`config.mk`:
```
export PLATFORM = sky130hd
export DESIGN_NAME = a429_rx_screener
export DESIGN_NICKNAME = d
export VERILOG_FILES = /design/src/rtl/a429_scr_pkg.sv /design/src/rtl/a429_ctrl_regs.sv /design/src/rtl/a429_label_table.sv /design/src/rtl/a429_word_judge.sv /design/src/rtl/a429_rx_screener.sv
export SDC_FILE = /design/constraint.sdc
export NUM_CORES = 1
export LEC_CHECK = 0
export ABC_CLOCK_PERIOD_IN_PS = 7900
export BUFFER_PORTS_ARGS = -buffer_cell sky130_fd_sc_hd__buf_2
export CORE_MARGIN = 2
export CORE_UTILIZATION = 59
export CTS_CLUSTER_DIAMETER = 40
export DETAILED_ROUTE_END_ITERATION = 7
export PLACE_DENSITY = 0.79
export SYNTH_ARGS = -nofsm -noshare
export SYNTH_HDL_FRONTEND = slang
export SYNTH_HIERARCHICAL = 1
export SYNTH_SLANG_ARGS = --single-unit
```
`constraint.sdc`:
```
create_clock -name clk -period 7.9 [get_ports clk]
set_input_delay 1.58 -clock clk [delete_from_list [all_inputs] [get_ports clk]]
set_output_delay 1.58 -clock clk [all_outputs]
set_load 0.1 [all_outputs]
```
`src/rtl/a429_scr_pkg.sv`:
```
package a429_scr_pkg;

    localparam int CTRL_W  = 16;
    localparam int WORD_W  = 32;
    localparam int LABEL_W = 8;

    // control bit positions
    localparam int B_CHAN = 15;
    localparam int B_LOOP = 14;
    localparam int B_LBL  = 13;
    localparam int B_PROG = 12;
    localparam int B_ODD  = 11;
    localparam int B_PAR  = 10;
    localparam int B_WPAR = 7;

    localparam logic [CTRL_W-1:0] CFG_MASK =
        (16'h1 << B_CHAN) | (16'h1 << B_LOOP) | (16'h1 << B_LBL) |
        (16'h1 << B_PROG) | (16'h1 << B_ODD)  | (16'h1 << B_PAR);

    typedef struct packed {
        logic chan_en;
        logic loop_sel;
        logic lbl_chk;
        logic prog_mode;
        logic odd_sense;
        logic par_chk;
    } scr_mode_t;

    function automatic scr_mode_t decode_mode(input logic [CTRL_W-1:0] r);
        scr_mode_t m;
        m.chan_en   = r[B_CHAN];
        m.loop_sel  = r[B_LOOP];
        m.lbl_chk   = r[B_LBL];
        m.prog_mode = r[B_PROG];
        m.odd_sense = r[B_ODD];
        m.par_chk   = r[B_PAR];
        return m;
    endfunction

    function automatic logic parity_pass(input logic [WORD_W-1:0] w, input logic odd);
        return (^w) == odd;
    endfunction

endpackage

```
`src/rtl/a429_ctrl_regs.sv`:
```
module a429_ctrl_regs
    import a429_scr_pkg::*;
(
    input  logic              clk,
    input  logic              rst,
    input  logic              wr_en,
    input  logic [CTRL_W-1:0] wr_data,
    input  logic              selftest_en,
    input  logic              par_fail,
    output scr_mode_t         mode,
    output logic [CTRL_W-1:0] rd_data
);
    logic [CTRL_W-1:0] cfg_q;
    logic              wpar_q;
    logic              wpar_set;
    logic              wpar_clr;

    assign wpar_set = par_fail && selftest_en;
    assign wpar_clr = wr_en && !wr_data[B_WPAR];

    always_ff @(posedge clk) begin
        if (rst) begin
            cfg_q  <= '0;
            wpar_q <= 1'b0;
        end else begin
            if (wr_en)
                cfg_q <= wr_data & CFG_MASK;
            if (wpar_set)
                wpar_q <= 1'b1;
            else if (wpar_clr)
                wpar_q <= 1'b0;
        end
    end

    assign mode    = decode_mode(cfg_q);
    assign rd_data = cfg_q | (CTRL_W'(wpar_q) << B_WPAR);

    AST_FLAG_NEEDS_SELFTEST: assert property (@(posedge clk) disable iff (rst)
        $rose(wpar_q) |-> $past(selftest_en && par_fail));
    AST_FLAG_CLEARS: assert property (@(posedge clk) disable iff (rst)
        (wr_en && !wr_data[B_WPAR] && !par_fail) |=> !rd_data[B_WPAR]);
    AST_FLAG_STICKY: assert property (@(posedge clk) disable iff (rst)
        (rd_data[B_WPAR] && !(wr_en && !wr_data[B_WPAR])) |=> rd_data[B_WPAR]);

endmodule

```
`src/rtl/a429_label_table.sv`:
```
module a429_label_table #(
    parameter int LABEL_W = 8,
    localparam int N_ENT  = 1 << LABEL_W
) (
    input  logic               clk,
    input  logic               rst,
    input  logic               prog_mode,
    input  logic               wr_en,
    input  logic [LABEL_W-1:0] wr_addr,
    input  logic               wr_data,
    input  logic [LABEL_W-1:0] rd_label,
    output logic               rd_hit
);
    logic [N_ENT-1:0] tab_q;
    logic             wr_ok;

    assign wr_ok = wr_en && prog_mode;

    for (genvar i = 0; i < N_ENT; i++) begin : g_ent
        always_ff @(posedge clk) begin
            if (rst)
                tab_q[i] <= 1'b0;
            else if (wr_ok && (wr_addr == LABEL_W'(i)))
                tab_q[i] <= wr_data;
        end
    end

    assign rd_hit = tab_q[rd_label];

    AST_TABLE_LOCKED: assert property (@(posedge clk) disable iff (rst)
        !prog_mode |=> $stable(tab_q));

endmodule

```
`src/rtl/a429_word_judge.sv`:
```
module a429_word_judge
    import a429_scr_pkg::*;
#(
    parameter int WW = WORD_W,
    parameter int LW = LABEL_W
) (
    input  logic          clk,
    input  logic          rst,
    input  scr_mode_t     mode,
    input  logic          line_valid,
    input  logic [WW-1:0] line_word,
    input  logic          loop_valid,
    input  logic [WW-1:0] loop_word,
    output logic [LW-1:0] look_label,
    input  logic          lbl_hit,
    output logic          par_fail,
    output logic          fwd_valid,
    output logic [WW-1:0] fwd_word
);
    logic          in_vld;
    logic [WW-1:0] in_word;
    logic          par_ok;
    logic          lbl_ok;
    logic          keep;

    always_comb begin
        if (mode.loop_sel) begin
            in_vld  = loop_valid;
            in_word = loop_word;
        end else begin
            in_vld  = line_valid;
            in_word = line_word;
        end
    end

    assign look_label = in_word[LW-1:0];
    assign par_ok     = !mode.par_chk || parity_pass(WORD_W'(in_word), mode.odd_sense);
    assign lbl_ok     = !mode.lbl_chk || lbl_hit;
    assign par_fail   = in_vld && mode.chan_en && !par_ok;
    assign keep       = in_vld && mode.chan_en && !mode.prog_mode && par_ok && lbl_ok;

    always_ff @(posedge clk) begin
        if (rst) begin
            fwd_valid <= 1'b0;
            fwd_word  <= '0;
        end else begin
            fwd_valid <= keep;
            if (keep)
                fwd_word <= in_word;
        end
    end

    AST_NO_FWD_OFFLINE: assert property (@(posedge clk) disable iff (rst)
        fwd_valid |-> $past(mode.chan_en));
    AST_NO_FWD_PROG: assert property (@(posedge clk) disable iff (rst)
        fwd_valid |-> !$past(mode.prog_mode));
    AST_FWD_PARITY: assert property (@(posedge clk) disable iff (rst)
        (fwd_valid && $past(mode.par_chk)) |-> ((^fwd_word) == $past(mode.odd_sense)));
    AST_FWD_LABEL: assert property (@(posedge clk) disable iff (rst)
        (fwd_valid && $past(mode.lbl_chk)) |-> $past(lbl_hit));
    AST_FWD_NEEDS_STROBE: assert property (@(posedge clk) disable iff (rst)
        fwd_valid |-> $past(mode.loop_sel ? loop_valid : line_valid));

endmodule

```
`src/rtl/a429_rx_screener.sv`:
```
module a429_rx_screener
    import a429_scr_pkg::*;
(
    input  logic               clk,
    input  logic               rst,
    input  logic               ctrl_wr_en,
    input  logic [CTRL_W-1:0]  ctrl_wr_data,
    output logic [CTRL_W-1:0]  ctrl_rd_data,
    input  logic               selftest_en,
    input  logic               tbl_wr_en,
    input  logic [LABEL_W-1:0] tbl_wr_addr,
    input  logic               tbl_wr_data,
    input  logic               line_valid,
    input  logic [WORD_W-1:0]  line_word,
    input  logic               loop_valid,
    input  logic [WORD_W-1:0]  loop_word,
    output logic               fwd_valid,
    output logic [WORD_W-1:0]  fwd_word
);
    scr_mode_t          mode;
    logic               par_fail;
    logic [LABEL_W-1:0] look_label;
    logic               lbl_hit;

    a429_ctrl_regs u_regs (
        .clk        (clk),
        .rst        (rst),
        .wr_en      (ctrl_wr_en),
        .wr_data    (ctrl_wr_data),
        .selftest_en(selftest_en),
        .par_fail   (par_fail),
        .mode       (mode),
        .rd_data    (ctrl_rd_data)
    );

    a429_label_table #(.LABEL_W(LABEL_W)) u_table (
        .clk      (clk),
        .rst      (rst),
        .prog_mode(mode.prog_mode),
        .wr_en    (tbl_wr_en),
        .wr_addr  (tbl_wr_addr),
        .wr_data  (tbl_wr_data),
        .rd_label (look_label),
        .rd_hit   (lbl_hit)
    );

    a429_word_judge #(.WW(WORD_W), .LW(LABEL_W)) u_judge (
        .clk       (clk),
        .rst       (rst),
        .mode      (mode),
        .line_valid(line_valid),
        .line_word (line_word),
        .loop_valid(loop_valid),
        .loop_word (loop_word),
        .look_label(look_label),
        .lbl_hit   (lbl_hit),
        .par_fail  (par_fail),
        .fwd_valid (fwd_valid),
        .fwd_word  (fwd_word)
    );

    AST_STROBE_SINGLE: assert property (@(posedge clk) disable iff (rst)
        (fwd_valid && !$past(line_valid) && !$past(loop_valid)) |-> 1'b0);

endmodule

```
==> flow_metrics.env <==
export IMPL_status="completed"
export IMPL_pwr_share_comb_pct=14.0
export IMPL_critical_path_endpoint_type="register"
export IMPL_clock_insertion_delay_at_the_later_pin_of_the_skew_report_ns=0.52
export IMPL_power_w=0.00399
export IMPL_hold_worst_slack_ns=0.455
export IMPL_synth_yosys_warnings=6
export IMPL_final_layout_size_suffix_gt1_share_pct=15.8
export IMPL_critPathMaxFanout=54
export IMPL_p_leak_nw=5.76
export IMPL_power_density_cell_area_mw_per_mm2=236
export IMPL_ir_drop_v=0.000181
export IMPL_fp_dieH_um=164
export IMPL_fin_crit_ns=5.84
export IMPL_placementRows=58
export IMPL_dp_slack_ns=1.68
export IMPL_cell_internal_pwr_w=0.00290
export IMPL_synth_top_area_share_pct=39.2
export IMPL_antenna_found_initial=0
export IMPL_post_drt_via_cell_ratio=6.69
export IMPL_cp_data_required_time_ns=8.34
export IMPL_timing_max_cap_violations=0
export IMPL_rsz_0062_raised_after_global_routing="false"
export IMPL_switching_power_w=0.00109
export IMPL_ios=145
export IMPL_multiInputGateArea_mm2=0.00823
export IMPL_clock_sink_count=296
export IMPL_post_detailed_route_drc_marker_count=0
export IMPL_area_delta_synth_final_pct=11.9
export IMPL_grt_pass1_vias=13300
export IMPL_fillCellCount=1996
export IMPL_drt_wl_total_mm=47.3
export IMPL_synth_edff_count=0
export IMPL_hold_buffers=0
export IMPL_clkPwrFrac_pct=48.0
export IMPL_ctsHtreeMaxLevel=2
export IMPL_grt_max_degree=178
export IMPL_post_cts_setup_buffers=0
export IMPL_dp_hpwl_mm=27.9
export IMPL_p_sw_share_pct=27.4
export IMPL_avgRoutedWirePerCell_um=21.8
export IMPL_yosys_register_bits=296
export IMPL_worst_slew_pin_slew_ns=1.28
export IMPL_fin_setup_tns_ns=0
export IMPL_timing_max_slew_rel_slack_pct=14.9
export IMPL_first_pass_iters=6
export IMPL_ctsResizeCount=0
export IMPL_ff_latch_area_mm2=0.00593
export IMPL_clock_path_buffers=3
export IMPL_hold_path_class="register to register"
export IMPL_chipWidth_um=164
export IMPL_first_pass_grt_wire_length_mm=72.6
export IMPL_ctsRootBufferMaster="sky130_fd_sc_hd__clkbuf_16"
export IMPL_min_period_over_period_pct=73.9
export IMPL_avgSynthCellArea_um2=8.35
export IMPL_start_kind="input port"
export IMPL_number_of_diodes_added_for_antenna_fixing=0
export IMPL_path_class="input port to register"
export IMPL_cp_arrival_ns=6.28
export IMPL_synthesis_area_mm2=0.0151
export IMPL_max_freq_ghz=0.171
export IMPL_placeableCoreArea_mm2=0.0252
export IMPL_power_share_sequential_pct=38.0
export IMPL_final_setup_skew_ns=0.0128
export IMPL_yosys_cell_types_count=43
export IMPL_asyncSetResetFlopFracSynth_pct=0
export IMPL_detail_route_iter0_violations=2309
export IMPL_synth_yosys_seq_area_share_pct=39.2
export IMPL_grtUsageTotal_pct=34.3
export IMPL_start_util_pct=60.0
export IMPL_port_buffers=126
export IMPL_ys_dominant_reg_cell="sky130_fd_sc_hd__dfxtp_1"
export IMPL_netlist_top_cell_by_area="sky130_fd_sc_hd__dfxtp_1"
export IMPL_grt_ovfl_total=0
export IMPL_clkSlewWorstSetupHoldPaths_ns=0.06
export IMPL_report_final_slew_viol_count=0
export IMPL_synthesis_instances=1809
export IMPL_hold_violations=0
export IMPL_final_worst_path_setup_slack_ns=2.06
export IMPL_synth_area_leaders="sky130_fd_sc_hd__dfxtp_1, sky130_fd_sc_hd__a21oi_1, sky130_fd_sc_hd__nand3_1"
export IMPL_count_of_nets_left_with_antenna_violations_after_detail_routing=0
export IMPL_dr_vias=14500
export IMPL_gp_congestion=0.914
export IMPL_finalNetCount=1907
export IMPL_finish_cell_count_without_fillers=2167
export IMPL_die_area_mm2=0.0269
export IMPL_dp_cells=2100
export IMPL_report_final_setup_viol=0
export IMPL_cts_buffers_inserted=39
export IMPL_cts_tree="built"
==> power by group through the flow <==
stage / combinational (W) / clock, W / sequential, W
2_1_floorplan: 0.000369 / 0 / 0.00162
3_3_place_gp: 0.000543 / 0 / 0.00155
3_5_place_dp: 0.000546 / 0 / 0.00155
4_1_cts: 0.000548 / 0.00192 / 0.00152
5_1_grt: 0.000588 / 0.00198 / 0.00152
6_report: 0.000560 / 0.00191 / 0.00152
==> state kept, by name, indices dropped and copies added, names as in the netlist <==
signal and cells:
u_judge/fwd_valid 1, u_judge/fwd_word 32, u_regs/cfg_q 6, u_regs/wpar_q 1, u_table/tab_q 256
==> worst max-delay path: stages <==
cell                      delay [ns]
sky130_fd_sc_hd__buf_2          0.10
sky130_fd_sc_hd__mux2_4         0.73
sky130_fd_sc_hd__buf_4          0.60
sky130_fd_sc_hd__mux2i_1        0.26
sky130_fd_sc_hd__o22ai_1        0.10
sky130_fd_sc_hd__nor4_1         0.54
sky130_fd_sc_hd__nor4b_1        0.11
sky130_fd_sc_hd__or4_1          0.60
sky130_fd_sc_hd__o22a_1         0.27
sky130_fd_sc_hd__nor2b_1        0.15
sky130_fd_sc_hd__nor3_2         0.05
sky130_fd_sc_hd__buf_4          0.23
sky130_fd_sc_hd__a21bo_1        0.20
sky130_fd_sc_hd__buf_4          0.44
sky130_fd_sc_hd__mux2i_1        0.25
==> synthesized netlist by cell type (2+ instances only) <==
cell / number
sky130_fd_sc_hd__dfxtp_1: 296
sky130_fd_sc_hd__a21oi_1: 276
sky130_fd_sc_hd__nand3_1: 268
sky130_fd_sc_hd__o21ai_0: 247
sky130_fd_sc_hd__clkbuf_1: 146
sky130_fd_sc_hd__mux2i_1: 122
sky130_fd_sc_hd__nand2_1: 78
sky130_fd_sc_hd__nor2_1: 56
sky130_fd_sc_hd__mux4_2: 33
sky130_fd_sc_hd__xor2_1: 28
sky130_fd_sc_hd__inv_1: 25
sky130_fd_sc_hd__buf_4: 24
sky130_fd_sc_hd__nand2b_1: 23
sky130_fd_sc_hd__a211oi_2: 21
sky130_fd_sc_hd__nor2b_1: 21
sky130_fd_sc_hd__o22ai_1: 20
sky130_fd_sc_hd__nor3_1: 17
sky130_fd_sc_hd__buf_2: 13
sky130_fd_sc_hd__a211oi_1: 12
sky130_fd_sc_hd__buf_6: 12
sky130_fd_sc_hd__xnor2_1: 12
sky130_fd_sc_hd__nor4_1: 10
sky130_fd_sc_hd__a2111oi_0: 9
sky130_fd_sc_hd__mux2_1: 9
sky130_fd_sc_hd__buf_1: 4
sky130_fd_sc_hd__nand3b_1: 3
sky130_fd_sc_hd__nand4_1: 3
sky130_fd_sc_hd__nor4b_1: 3
sky130_fd_sc_hd__xnor3_1: 3
sky130_fd_sc_hd__a22o_1: 2
==> layer usage <==
layer | share of wire [%] | track usage [%] | vias up
met2 | 44 | 53.2 | 1017
met1 | 38 | 46.5 | 6821
li1 | - | - | 6507
met3 | 14 | 8.18 | 158
met5 | 0 | 0 | -
met4 | 4.1 | 13.2 | 0
==> logic make-up after synthesis <==
family                 after synthesis  share of synthesized area [%]
AND/OR/NAND/NOR                    486                           15.7
flip-flops                         296                           39.2
XOR/XNOR                            44                           2.92
other                                1                         0.0248
multiplexers                       164                           13.7
buffers and inverters              224                           6.87
AO/OA/AOI/OAI                      594                           21.6
==> per-stage QoR <==
stage	utilization [%]	cell area (um^2)
2_1_floorplan	-	15100
3_3_place_gp	61.6	15500
3_5_place_dp	61.6	15500
4_1_cts	67.1	16900
5_1_grt	67.1	16900
6_report	67.1	16900
==> placed cells by master, fill, tap and decap left out, types with 28 or more instances in the layout <==
master	n
sky130_fd_sc_hd__a21oi_1	276
sky130_fd_sc_hd__buf_2	124
sky130_fd_sc_hd__clkbuf_16	39
sky130_fd_sc_hd__dfxtp_1	295
sky130_fd_sc_hd__mux2i_1	122
sky130_fd_sc_hd__mux4_2	33
sky130_fd_sc_hd__nand2_1	78
sky130_fd_sc_hd__nand3_1	268
sky130_fd_sc_hd__nor2_1	47
sky130_fd_sc_hd__o21ai_0	247
sky130_fd_sc_hd__xor2_1	28
==> final timing paths <==
check,from,endpoint,slack [ns],depth (start not counted)
min,u_table/tab_q[8],u_table/tab_q[8],0.46,2
max reg2reg,u_regs/cfg_q[14],u_judge/fwd_word[5],2.23,15
min reg2reg,u_table/tab_q[8],u_table/tab_q[8],0.46,2
max,line_word[1],u_judge/fwd_word[5],2.06,15
==> cell type report <==
class / instances / area share, %
tap: 330 / 2.44
multi-input combinational: 1297 / 48.7
clock buffer: 47 / 6.25
inverter: 25 / 0.555
clock inverter: 20 / 2.06
sequential: 296 / 35.1
timing repair buffer: 152 / 4.98
Note: power is estimated with default switching activity, not from simulation.
